<file path="src/rtl/ptw_pkg.sv">
package ptw_pkg;
  localparam int AW      = 32;
  localparam int OFF_W   = 12;
  localparam int IDX_W   = 10;
  localparam int ESZ_LG  = 2;
  localparam int PFN_W   = AW - OFF_W;

  typedef logic [AW-1:0]    addr_t;
  typedef logic [PFN_W-1:0] pfn_t;
  typedef logic [IDX_W-1:0] idx_t;

  typedef enum logic [2:0] {
    S_IDLE, S_L1_REQ, S_L1_WAIT, S_L2_REQ, S_L2_WAIT, S_FIN
  } ptw_state_e;

  function automatic addr_t entry_addr(pfn_t base, idx_t idx);
    return {base, idx, {ESZ_LG{1'b0}}};
  endfunction

  function automatic idx_t dir_index(addr_t lin);
    return lin[AW-1 -: IDX_W];
  endfunction

  function automatic idx_t tbl_index(addr_t lin);
    return lin[OFF_W +: IDX_W];
  endfunction

  function automatic pfn_t frame_of(addr_t v);
    return v[AW-1 -: PFN_W];
  endfunction

  function automatic addr_t compose_pa(pfn_t frame, addr_t lin);
    return {frame, lin[OFF_W-1:0]};
  endfunction
endpackage

</file>
<file path="src/rtl/ptw_entry_addr.sv">
module ptw_entry_addr
  import ptw_pkg::*;
(
  input  logic [PFN_W-1:0] base,
  input  logic [IDX_W-1:0] idx,
  output logic [AW-1:0]    addr
);
  always_comb addr = entry_addr(base, idx);
endmodule

</file>
<file path="src/rtl/ptw_fault_reg.sv">
module ptw_fault_reg
  import ptw_pkg::*;
(
  input  logic          clk,
  input  logic          rst_n,
  input  logic          capture,
  input  logic [AW-1:0] lin,
  output logic [AW-1:0] fault_addr
);
  always_ff @(posedge clk) begin
    if (!rst_n)       fault_addr <= '0;
    else if (capture) fault_addr <= lin;
  end

  a_r8_capture: assert property (@(posedge clk) disable iff (!rst_n)
    capture |=> (fault_addr == $past(lin)));
endmodule

</file>
<file path="src/rtl/pt_walker.sv">
module pt_walker
  import ptw_pkg::*;
#(
  parameter int PRESENT_BIT = 0
) (
  input  logic          clk,
  input  logic          rst_n,
  input  logic          req_valid,
  input  logic [31:0]   req_lin,
  output logic          req_ready,
  input  logic [31:0]   dir_base,
  output logic          mem_req_valid,
  output logic [31:0]   mem_req_addr,
  input  logic          mem_rsp_valid,
  input  logic [31:0]   mem_rsp_data,
  output logic          done_valid,
  output logic          done_fault,
  output logic [31:0]   done_pa,
  output logic [31:0]   fault_lin_addr
);
  ptw_state_e state_q;
  addr_t      lin_q;
  pfn_t       base_q;
  logic       fault_q;
  addr_t      pa_q;

  // named internal events
  logic accept, rsp_present, dir_hit, dir_miss, tbl_hit, tbl_miss, walk_fault;
  idx_t lvl_idx;

  assign req_ready     = (state_q == S_IDLE);
  assign accept        = req_valid && req_ready;
  assign rsp_present   = mem_rsp_data[PRESENT_BIT];
  assign dir_hit       = (state_q == S_L1_WAIT) && mem_rsp_valid &&  rsp_present;
  assign dir_miss      = (state_q == S_L1_WAIT) && mem_rsp_valid && !rsp_present;
  assign tbl_hit       = (state_q == S_L2_WAIT) && mem_rsp_valid &&  rsp_present;
  assign tbl_miss      = (state_q == S_L2_WAIT) && mem_rsp_valid && !rsp_present;
  assign walk_fault    = dir_miss || tbl_miss;
  assign lvl_idx       = (state_q == S_L1_REQ) ? dir_index(lin_q) : tbl_index(lin_q);
  assign mem_req_valid = (state_q == S_L1_REQ) || (state_q == S_L2_REQ);
  assign done_valid    = (state_q == S_FIN);
  assign done_fault    = fault_q;
  assign done_pa       = pa_q;

  ptw_entry_addr u_addr (
    .base (base_q),
    .idx  (lvl_idx),
    .addr (mem_req_addr)
  );

  ptw_fault_reg u_fault (
    .clk        (clk),
    .rst_n      (rst_n),
    .capture    (walk_fault),
    .lin        (lin_q),
    .fault_addr (fault_lin_addr)
  );

  always_ff @(posedge clk) begin
    if (!rst_n) begin
      state_q <= S_IDLE;
      lin_q   <= '0;
      base_q  <= '0;
      fault_q <= 1'b0;
      pa_q    <= '0;
    end else begin
      case (state_q)
        S_IDLE: if (accept) begin
          lin_q   <= req_lin;
          base_q  <= frame_of(dir_base);
          fault_q <= 1'b0;
          pa_q    <= '0;
          state_q <= S_L1_REQ;
        end
        S_L1_REQ: state_q <= S_L1_WAIT;
        S_L1_WAIT: begin
          if (dir_hit) begin
            base_q  <= frame_of(mem_rsp_data);
            state_q <= S_L2_REQ;
          end else if (dir_miss) begin
            fault_q <= 1'b1;
            state_q <= S_FIN;
          end
        end
        S_L2_REQ: state_q <= S_L2_WAIT;
        S_L2_WAIT: begin
          if (tbl_hit) begin
            pa_q    <= compose_pa(frame_of(mem_rsp_data), lin_q);
            state_q <= S_FIN;
          end else if (tbl_miss) begin
            fault_q <= 1'b1;
            state_q <= S_FIN;
          end
        end
        S_FIN:   state_q <= S_IDLE;
        default: state_q <= S_IDLE;
      endcase
    end
  end

  a_r1_busy_ignores: assert property (@(posedge clk) disable iff (!rst_n)
    (req_valid && !req_ready) |=> $stable(lin_q));
  a_r4_one_read: assert property (@(posedge clk) disable iff (!rst_n)
    mem_req_valid |=> !mem_req_valid);
  a_r6_dir_miss_ends: assert property (@(posedge clk) disable iff (!rst_n)
    dir_miss |=> (done_valid && done_fault && !mem_req_valid));
  a_r5_offset_kept: assert property (@(posedge clk) disable iff (!rst_n)
    (done_valid && !done_fault) |-> (done_pa[OFF_W-1:0] == lin_q[OFF_W-1:0]));
  a_r8_hold_on_success: assert property (@(posedge clk) disable iff (!rst_n)
    (done_valid && !done_fault) |-> $stable(fault_lin_addr));
  a_r9_pulse: assert property (@(posedge clk) disable iff (!rst_n)
    done_valid |=> (!done_valid && req_ready));
endmodule

</file>
<file path="config.mk">
export PLATFORM = sky130hd
export DESIGN_NAME = pt_walker
export DESIGN_NICKNAME = d
export VERILOG_FILES = /design/src/rtl/ptw_pkg.sv /design/src/rtl/ptw_entry_addr.sv /design/src/rtl/ptw_fault_reg.sv /design/src/rtl/pt_walker.sv
export SDC_FILE = /design/constraint.sdc
export NUM_CORES = 1
export LEC_CHECK = 0
export BUFFER_PORTS_ARGS = -buffer_cell sky130_fd_sc_hd__buf_4
export CORE_MARGIN = 2
export CORE_UTILIZATION = 52
export CTS_CLUSTER_SIZE = 12
export DETAILED_ROUTE_END_ITERATION = 12
export PLACE_DENSITY = 0.86
export SYNTH_ARGS = -nofsm -noshare
export SYNTH_HDL_FRONTEND = slang
export SYNTH_SLANG_ARGS = --single-unit
</file>
<file path="constraint.sdc">
create_clock -name clk -period 3.5 [get_ports clk]
set_clock_uncertainty 0.1 [all_clocks]
set_input_delay 0.175 -clock clk [delete_from_list [all_inputs] [get_ports clk]]
set_output_delay 0.175 -clock clk [all_outputs]
set_load 0.01 [all_outputs]
</file>
; Word level (Yosys, flattened, before mapping)
; Index checks and enable logic that the tools add are counted.
[totals]
regBits = 120
latchBits = 0
mem_bits_rw = 0
romBits = 0
out_inout_bits = 100
elab_cells = 58
n_memories = 0
[classes]
n_addsub = 0
mul = 0
n_div = 0
magnitude_cmp = 0
n_eq_ne = 14
n_shift = 0
mux = 19
bitwise_logic = 0
n_reduce_logical = 19
[op_table]
columns = op, count
row1 = two-way mux 32 bit, 2
row2 = case mux 32 bit (2 select lines), 1
row3 = two-way mux 20 bit, 2
row4 = case mux 20 bit (2 select lines), 1
row5 = two-way mux 3 bit, 5
row6 = case mux 3 bit (5 select lines), 1
row7 = != test 2 bit (second input constant), 6
row8 = two-way mux 10 bit, 1
row9 = AND reduction 3 bit, 3
row10 = logical AND 1 bit, 7
row11 = equality test 3 x 2 -> 1 bit (second input constant), 2
row12 = equality test 3 bit (second input constant), 2
row13 = != test 3 bit (second input constant), 2
row14 = AND reduction 6 bit, 1
row15 = two-way mux 1 bit, 5
row16 = nonzero test 2 bit, 2
row17 = equality test 3 x 1 -> 1 bit (second input constant), 1
row18 = logical NOT 3 bit, 1
row19 = case mux 1 bit (3 select lines), 1
row20 = nonzero test 3 bit, 1
row21 = logical OR 1 bit, 2
row22 = != test 2 x 1 -> 1 bit (second input constant), 1
row23 = AND reduction 2 bit, 1
row24 = logical NOT 1 bit, 1

; Longest topological paths before layout
; Gate-level depths: netlist (run 1).
[logic_depth]
depth_word = 6
depth_mapped = 6

; Hierarchy
; Synthesis (run 1) repeated with hierarchy kept, for this count alone.
[hier_totals]
hier_cells = 576
area_unflattened_um2 = 5325.1
[modules_own_cells]
columns = mod, instances, cells_per_inst, area_each_um2, seq_area_each_um2
row1 = pt_walker, 1, 440, 3837.4, 1761.7
row2 = ptw_fault_reg, 1, 103, 1243.7, 640.6
row3 = ptw_entry_addr, 1, 33, 244.0, 0.0

; Least setup slack after synthesis (run 1)
; No wires, ideal clock.
[synth_timing]
path_kind = reg-to-output
start = register state_q[2]
end = output port mem_req_addr[10]
arrival_ps = 1315
required_ps = 3225
slack_ps = 1910
path_stages_with_launch = 6
path_buffers = 3
cell_sequence = dfxtp_1 > buf_2 > buf_6 > nor3b_1 > buf_2 > mux2_2
[synth_between]
elab_chain_cells = 2
[synth_lines]
columns = item, line
row1 = from (decl), pt_walker.sv:21  ; ptw_state_e state_q;
row2 = from (signal assigned), pt_walker.sv:61  ; state_q <= S_IDLE;
row3 = from (signal assigned), pt_walker.sv:73  ; state_q <= S_L1_REQ;
row4 = from (signal assigned), pt_walker.sv:75  ; S_L1_REQ: state_q <= S_L1_WAIT;
row5 = equality test 3 x 1 -> 1 bit, pt_walker.sv:39  ; assign lvl_idx = (state_q == S_L1_REQ) ? dir_index(lin_q) : tbl_index(lin_q);
row6 = two-way mux 10 bit, pt_walker.sv:39
row7 = to (decl), pt_walker.sv:13  ; output logic [31:0] mem_req_addr,
; No other way between the ends.

; Worst setup path after layout (run 1)
[layout_timing]
start = register state_q[1]
end = register pa_q[24], in the netlist done_pa[24]
[layout_between]
elab_chain_cells = 5
elab_cells_between_ends = 10
[layout_lines]
columns = item, line
row1 = equality test 3 bit, "pt_walker.sv:36, pt_walker.sv:67"
row2 = logical AND 1 bit (2 in series), pt_walker.sv:36  ; assign tbl_hit = (state_q == S_L2_WAIT) && mem_rsp_valid && rsp_present;
row3 = != test 2 bit (no line), n/a
row4 = AND reduction 3 bit (no line), n/a
row5 = to (signal assigned), pt_walker.sv:88  ; pa_q <= compose_pa(frame_of(mem_rsp_data), lin_q);
row6 = to (decl), pt_walker.sv:25  ; addr_t pa_q;
; Several ways; a longest one is shown, not always the timed one.
; A chain may end at the register's enable or synchronous reset.

==> results_dict.tcl, run 1 <==
set metrics [dict create \
    ys_warn_count 0 \
    drc 0 \
    io_buffers 174 \
    gp_congestion 0.8476 \
    clkLatencyLatePin_ns 0.51 \
    vias 5393 \
    ir_drop_v 0.0003636 \
    worstHoldPathType "primary input to flip-flop" \
    synth-seq-cells 120 \
    fin_nets 915 \
    path_delay_family "simple AND/OR/NAND/NOR gates" \
    worstReg2RegStart "state_q[1]" \
    cts-buffers-inserted 17 \
    cts_tree "built" \
    r2r_slack_ns 0.88 \
    dp_hpwl_um 9485 \
    row_count 36 \
    period_share_pct 74.76 \
    cp_common_cell "buf_4" \
    critPathKind "flip-flop to flip-flop" \
    post_drt_wl_per_cell_um 18.63 \
    syn_area_per_cell_um2 8.569 \
    drv_slew 0 \
    critPathSlowestCell "nor4bb_4" \
    start_kind "flip-flop" \
    fmax_mhz 382.2 \
    yosysSeqAreaShare_pct 47.12 \
    maxCapViolations 0 \
    antenna_left 0 \
    vias_per_cell 5.612 \
    cts.clk_slew.worst_paths_ns 0.06 \
    synth_cell_types 35 \
    htreeDepth 4 \
    leakagePower_nw 3.388 \
    antenna_found_initial 0 \
    io_pins 200 \
    clock_path_buffers 2 \
    grt_max_degree 68 \
    r2r_cells 5 \
    core_um2 9639 \
    min_from "mem_rsp_data[0]" \
    worst_slew_pin_slew_ns 1.153 \
    rsz0062_at_grt "no" \
    required_ns 3.80 \
    die_h_um 103.0 \
    start_util_pct 52.89 \
    cpPeakStageDelay_ns 0.69 \
    diodes 0 \
    die_w_um 103.0 \
    power_density_nw_per_um2 516.4 \
    outcome "completed" \
    dr.pass1.iters 5 \
    hold-path-endpoint "state_q[2]" \
    post-cts-setup-buffers 0 \
    regArea_um2 2402 \
    layout-drive-gt1-share_pct 30.43 \
    crit_buf_inv 2 \
    synth_area_um2 5099 \
    path_cells "buf_4 -> nor4bb_4 -> buf_4 -> nand2_1 -> mux2i_1" \
    synthCells 595 \
    cp_data_arrival_time_ns 2.92 \
    grt_pass1_wl_um 26590 \
    fillers 566 \
    timing.final.ws_setup_ns 0.8835 \
    grt_pass1_vias 5255 \
    grt_usage_pct 32.85 \
    crit_fanout 24 \
    cts-hold-fix-buffers 73 \
    hold_viol 0 \
    holdPathStages 4 \
    total_power_mw 3.991 \
    wirelength_um 17900 \
    r2r-end "done_pa[24]" \
    timing.setup.tns_ns 0 \
    end_kind "flip-flop" \
    drtIter0Drc 339 \
    syn_to_final_growth_pct 51.56 \
    cts_num_sinks 120 \
    root_buffer "clkbuf_8" \
    dieArea_um2 10610 \
    slew_headroom_pct 23.10 \
    cts_resized 0 \
    pre_cts_ws_ns 1.107 \
    final-setup-viol-count 0 \
    multi_input_area_um2 2382 \
    layout_min_cycle_time_ns 2.616 \
    grt_overflow 0 \
]
routing by layer:
layer,share of wire [%],track usage (%),vias up
li1,-,-,2468
met1,37,36.40,2507
met2,50,55.94,357
met3,9.8,10.17,61
met4,3.8,18.42,0
met5,0,0,-
how the worst max path moves through the flow:
stage | from | endpoint | slack, ns | depth (start not counted)
after floorplan | state_q[2] | mem_req_addr[10] | 1.91 | 5
after global placement | state_q[1] | done_pa[29] | 1.18 | 5
after detailed placement | state_q[1] | lin_q[31] | 1.11 | 3
after CTS | state_q[0] | mem_req_addr[8] | 0.92 | 4
after global routing | state_q[1] | done_pa[23] | 0.75 | 5
final | state_q[1] | done_pa[24] | 0.88 | 5
kinds of logic (layout without fill, tap and decap cells):
kind of cell | after synthesis | after routing | synth area share, %
AO/OA/AOI/OAI | 144 | 144 | 17.94
other | 1 | 2 | 0.07355
flip-flops | 120 | 120 | 47.12
XOR/XNOR | 2 | 2 | 0.4909
buffers and inverters | 61 | 293 | 6.699
AND/OR/NAND/NOR | 224 | 224 | 18.99
multiplexers | 43 | 43 | 8.687
placed cells by master, fill, tap and decap left out, drive strengths merged, types with 5 or more instances in the layout:
cell / synthesis / routed
buf: 34 / 186
nand2: 170 / 170
dfxtp: 120 / 120
dlygate4sd3: 0 / 73
a21oi: 65 / 65
nand3: 34 / 34
o21ai: 34 / 34
mux2i: 33 / 33
o21a: 20 / 20
o221a: 20 / 20
clkbuf: 25 / 20
mux2: 10 / 10
bufinv: 0 / 5
worst min-delay path, stage by stage:
cell	delay (ns)
buf_4	0.12
nor2b_1	0.05
o21ai_0	0.16
a221oi_1	0.08
area by class of cell:
type | instances | area share (%)
Clock buffer | 20 | 5.764
Clock inverter | 12 | 2.542
Inverter | 2 | 0.09715
Multi-Input combinational cell | 415 | 30.83
Sequential cell | 120 | 31.09
Tap cell | 133 | 2.154
Timing Repair Buffer | 259 | 27.53
per-stage QoR:
step	utilization (%)	cells	cell area (um^2)	hold slack [ns]
floorplan	-	596	5102	0.1862
global placement	65.93	856	6355	0.3222
CTS	80.17	961	7727	0.02960
finish	80.17	961	7727	0.04050
detailed placement	65.93	856	6355	0.3322
global route	80.17	961	7727	0.07767
state kept, by name, summed over array words and instances, names as in the netlist:
| name | count |
|---|---|
| base_q | 20 |
| done_fault | 1 |
| done_pa | 32 |
| state_q | 3 |
| u_fault.fault_addr | 32 |
| lin_q | 32 |
Yosys cell counts (all sizes together):
| master | number | area, um^2 |
|---|---|---|
| clkbuf | 25 | 93.84 |
| nor3b | 3 | 33.78 |
| or4b | 1 | 10.01 |
| or3 | 1 | 6.260 |
| a2bb2oi | 1 | 8.760 |
| mux2i | 33 | 330.3 |
| nor2b | 4 | 25.02 |
| a211o | 1 | 8.760 |
| nand2 | 170 | 638.1 |
| o211a | 1 | 10.01 |
| o221a | 20 | 225.2 |
| nor2 | 2 | 7.510 |
| nor4bb | 1 | 10.01 |
| a21boi | 1 | 7.510 |
| xor2 | 1 | 16.27 |
| o21ai | 34 | 170.2 |
| mux2 | 10 | 112.6 |
| a221oi | 1 | 8.760 |
| nor3 | 3 | 15.01 |
| conb | 1 | 3.750 |
| nand3 | 34 | 170.2 |
| or3b | 1 | 8.760 |
| nor4b | 1 | 23.77 |
| dfxtp | 120 | 2402 |
| a21oi | 65 | 325.3 |
| buf | 34 | 240.2 |
| o21a | 20 | 150.1 |
| inv | 2 | 7.510 |
| xnor2 | 1 | 8.760 |
| nand2b | 2 | 12.51 |
| or4 | 1 | 7.510 |
where the power goes:
| group | leakage, nW | total, mW | internal [mW] | switching (mW) |
|---|---|---|---|---|
| clock | 0.307 | 1.90 | 1.26 | 0.633 |
| sequential | 0.977 | 1.49 | 1.43 | 0.0644 |
| combinational | 2.10 | 0.599 | 0.292 | 0.306 |
| total | 3.39 | 3.99 | 2.99 | 1.00 |
No activity file was read; power rests on OpenSTA's default activity.
==> run 2: changes to the inputs <==
ABC_AREA = 1   (was default)
CORE_UTILIZATION = 44   (was 52)
PLACE_DENSITY = 0.77   (was 0.86)
clock period = 2.4 ns   (was 3.5 ns; I/O delays follow)
==> results_dict.tcl, run 2 <==
set metrics [dict create \
    outcome "completed" \
    layout_min_cycle_time_ns 1.883 \
    layout-drive-gt1-share_pct 23.63 \
    multi_input_area_um2 2081 \
    synth_area_leaders "dfxtp_1, nand2_1, nor2_1" \
    grt_pass1_vias 5201 \
    drc 0 \
    cts.clk_slew.worst_paths_ns 0.05 \
    wirelength_um 15250 \
    synth_edf_count 0 \
    dp_hpwl_um 9020 \
    layout_common_cells "buf_4, nand2_1, nor2_1" \
    final-setup-viol-count 0 \
    hold_viol 0 \
    critPathKind "flip-flop to primary output" \
    maxCapViolations 0 \
    timing.final.ws_setup_ns 0.5165 \
    io_pins 200 \
    ys.flop_type "dfxtp_1" \
    worstHoldPathType "primary input to flip-flop" \
    die_w_um 111.0 \
    ys_warn_count 0 \
    root_buffer "clkbuf_16" \
    final_common_cell "buf_4" \
    htreeDepth 4 \
    vias_per_cell 4.923 \
    ir_drop_v 0.0004338 \
    synthTopCellsByCount "nand2_1, nor2_1, dfxtp_1" \
    power_density_nw_per_um2 867.8 \
    syn_area_per_cell_um2 6.943 \
    yosysSeqAreaShare_pct 47.73 \
    pre_cts_ws_ns 0.6087 \
    die_h_um 111.0 \
    cts_resized 0 \
    cts_num_sinks 120 \
    synthMostInstantiatedCell "nand2_1" \
    synth-seq-cells 120 \
    cp_common_cell "buf_4" \
    synthCells 725 \
    drtIter0Drc 361 \
    fin_util_pct 68.03 \
    antenna_found_initial 0 \
    fillers 884 \
    grt_max_degree 50 \
    row_count 39 \
    slew_headroom_pct 56.32 \
    io_buffers 174 \
    timing.setup.tns_ns 0 \
    grt_usage_pct 24.33 \
    cpPeakStageDelay_ns 0.47 \
    clock_path_buffers 2 \
    dr.pass1.iters 7 \
    required_ns 2.18 \
    core_um2 11270 \
    start_util_pct 44.66 \
    fin_nets 1055 \
    crit_fanout 21 \
    synth_cell_types 25 \
    end_kind "primary output" \
    fmax_mhz 530.9 \
    clkLatencyLatePin_ns 0.40 \
    period_share_pct 78.48 \
    syn_to_final_growth_pct 52.35 \
    leakagePower_nw 3.655 \
    synth_top_area_share_pct 47.73 \
    gp_congestion 0.8601 \
    async_flop_share_pct 0 \
    drv_slew 0 \
    grt_overflow 0 \
    vias 5455 \
    dieArea_um2 12310 \
    rsz0062_at_grt "no" \
    diodes 0 \
    antenna_left 0 \
    cp_data_arrival_time_ns 1.66 \
    path_cells "inv_1 -> nand3_1 -> buf_4 -> nand2_1 -> o21ai_0 -> buf_4" \
    start_kind "flip-flop" \
    synth_area_um2 5034 \
    cts-buffers-inserted 17 \
    critPathSlowestCell "dfxtp_1" \
    worst_slew_pin_slew_ns 0.6529 \
    grt_pass1_wl_um 24410 \
    cts_tree "built" \
    post_drt_wl_per_cell_um 13.77 \
    regArea_um2 2402 \
    yosys.area.top_type "dfxtp_1" \
]
[run 2: path summary, 6_finish.rpt]
check	from	to	slack [ns]	cells after the start
setup / recovery	state_q[1]	mem_req_addr[2]	0.52	6
hold / removal	mem_rsp_data[23]	done_pa[23]	0.04	5
setup reg to reg	state_q[1]	done_pa[8]	0.58	9
hold reg to reg	u_fault.fault_addr[23]	u_fault.fault_addr[23]	0.36	2
[run 2: per-stage QoR]
step	hold WS [ns]	std cells	cell area, um^2	power [mW]
CTS	0.001800	1108	7669	6.665
finish	0.03653	1108	7669	6.655
global route	0.06266	1108	7669	7.009
floorplan	0.1646	726	5037	3.457
detailed placement	0.2814	1007	6370	4.097
global placement	0.2735	1007	6370	4.077
[run 2: critical path, delay by kind of cell, from the launching register on]
kind	cells	cell delay (ns)
buffers and inverters	3	0.50
AO/OA/AOI/OAI	1	0.10
flip-flops	1	0.47
AND/OR/NAND/NOR	2	0.18
[run 2: cells by family after synthesis]
| kind of cell | count (synthesis) | share of synthesized area [%] |
|---|---|---|
| simple gates | 319 | 25.70 |
| compound gates | 155 | 15.49 |
| buf+inv | 130 | 11.01 |
| flops | 120 | 47.73 |
| other cells | 1 | 0.07450 |
[run 2: per-layer routing]
| layer | GRT usage, % | vias up | share of wire (%) |
|---|---|---|---|
| met5 | 0 | - | 0 |
| met4 | 14.58 | 0 | 5.0 |
| met3 | 5.522 | 64 | 5.2 |
| met2 | 39.75 | 215 | 48 |
| met1 | 29.24 | 2462 | 42 |
| li1 | - | 2714 | - |
[run 2: timing repair]
item,4_1_cts,5_1_grt
hold endpoints to repair,73,0
hold buffers,72,0
setup buffers,0,0
[run 2: layout make-up]
class,instances,area share [%]
Multi-Input combinational cell,476,27.13
Inverter,81,3.965
Clock inverter,8,1.273
Timing Repair Buffer,259,27.70
Tap cell,143,2.333
Clock buffer,21,6.265
Sequential cell,120,31.33
[run 2: where the power goes]
group          switching, mW  internal (mW)
clock                  0.856           1.61
combinational           1.01          0.740
sequential             0.161           2.28
==> run 3: changes to the inputs <==
clock period = 1.6 ns   (was 2.4 ns; I/O delays follow)
==> results_dict.tcl, run 3 (same netlist as run 2, synthesis figures left out) <==
set metrics [dict create \
    dieArea_um2 12310 \
    wirelength_um 20080 \
    outcome "complete, but fails checks" \
    p_clk_share_pct 34.5 \
    root_buffer "clkbuf_16" \
    fin_util_pct 76.15 \
    rsz0062_at_grt "yes" \
    fillers 739 \
    die_w_um 111.0 \
    hold_viol 0 \
    drtIter0Drc 483 \
    period_share_pct 107.3 \
    switchingPower_mw 3.733 \
    internal_power_mw 7.588 \
    die_h_um 111.0 \
    grt_usage_pct 27.63 \
    vias_per_cell 5.238 \
    antenna_left 0 \
    layout_common_cells "buf_4, nand2_1, nor2_1, dfxtp_1" \
    syn_to_final_growth_pct 70.52 \
    layout-drive-gt1-share_pct 32.30 \
    grt_pass1_vias 5707 \
    placed_cell_area_um2 6590 \
    maxCapViolations 0 \
    ir_drop_v 0.0007517 \
    post-place-cells 1018 \
    worstHoldPathType "primary input to flip-flop" \
    clock_path_buffers 2 \
    htreeDepth 4 \
    grt_overflow 0 \
    io_pins 200 \
    row_count 39 \
    p_comb_share_pct 32.9 \
    dp_hpwl_um 9497 \
    swShare_pct 32.97 \
    fmax_mhz 582.6 \
    layout_min_cycle_time_ns 1.716 \
    critPathKind "flip-flop to primary output" \
    final_common_cell "buf_4" \
    cts_num_sinks 120 \
    post_drt_wl_per_cell_um 17.56 \
    vias 5992 \
    dr.pass1.iters 7 \
    final-setup-viol-count 50 \
    grt_pass1_wl_um 27420 \
    end_kind "primary output" \
    start_util_pct 44.66 \
    required_ns 1.42 \
    cp_data_arrival_time_ns 1.54 \
    core_um2 11270 \
    drc 0 \
    drv_slew 0 \
    power_density_nw_per_um2 1319 \
    timing.final.ws_setup_ns -0.1164 \
    clkLatencyLatePin_ns 0.42 \
    crit_fanout 5 \
    fin_nets 1087 \
    antenna_found_initial 0 \
    leakagePower_nw 4.026 \
    fin_cells 1144 \
    grt_max_degree 71 \
    cts.clk_slew.worst_paths_ns 0.06 \
    violations "negative setup slack" \
    cts-buffers-inserted 17 \
    io_buffers 174 \
    cts_tree "built" \
    start_kind "flip-flop" \
    design_area_um2 8583 \
    p_seq_share_pct 32.6 \
    gp_congestion 0.8371 \
]
-- run 3: routing by layer --
layer | track usage (%) | wire length [um] | vias to the layer above
met1 | 31.09 | 7341 | 2759
met5 | 0 | 0 | -
met3 | 6.233 | 1448 | 103
li1 | - | - | 2797
met2 | 46.01 | 9808 | 333
met4 | 19.92 | 1484 | 0
-- run 3: cell type report --
cell class / count / area [um^2] / share of cell area (%)
Multi-Input combinational cell: 476 / 2404 / 28.00
Tap cell: 143 / 178.9 / 2.085
Inverter: 81 / 312.8 / 3.644
Clock inverter: 13 / 153.9 / 1.793
Antenna cell: 1 / 2.502 / 0.02915
Timing Repair Buffer: 291 / 2681 / 31.24
Sequential cell: 120 / 2407 / 28.05
Clock buffer: 19 / 442.9 / 5.160
-- run 3: critical path, cell delays in order, from the launching register on --
cell and delay (ns):
dfxtp_2 0.33, buf_6 0.10, nand3_4 0.17, buf_16 0.21, o21ai_4 0.16, buf_6 0.13
-- run 3: final timing paths --
| kind | startpoint | to | slack [ns] | depth (start not counted) |
|---|---|---|---|---|
| min | mem_rsp_data[0] | state_q[1] | 0.04 | 5 |
| max reg2reg | state_q[0] | done_pa[24] | -0.07 | 10 |
| min reg2reg | u_fault.fault_addr[22] | u_fault.fault_addr[22] | 0.36 | 2 |
| max | state_q[0] | mem_req_addr[2] | -0.12 | 5 |
-- run 3: metrics by stage --
stage | TNS, ns | hold WS [ns] | setup slack, ns | power, mW
final | -1.811 | 0.03672 | -0.1164 | 11.32
after floorplan | 0 | 0.1246 | 0.2283 | 5.186
after global routing | -6.997 | 0.06508 | -0.1609 | 11.79
after CTS | -0.3498 | 0.02557 | -0.04615 | 10.55
after global placement | 0 | 0.2357 | 0.1210 | 6.343
after detailed placement | 0 | 0.2434 | 0.08789 | 6.387
-- run 3: power groups by stage --
stage | Combinational (mW) | Clock [mW] | Sequential, mW
after floorplan | 1.38 | 0 | 3.81
after global placement | 2.66 | 0 | 3.69
after global routing | 3.99 | 4.07 | 3.73
final | 3.72 | 3.91 | 3.69
after detailed placement | 2.69 | 0 | 3.70
after CTS | 3.03 | 3.87 | 3.65
-- run 3: timing repair --
item | CTS | global route
hold buffers | 74 | 0
resized for setup | 32 | 100
cloned | 2 | 6
setup buffers | 4 | 8
pin swaps | 1 | 7
endpoints found under the hold margin | 75 | 0
endpoints found under the setup margin | 11 | 88
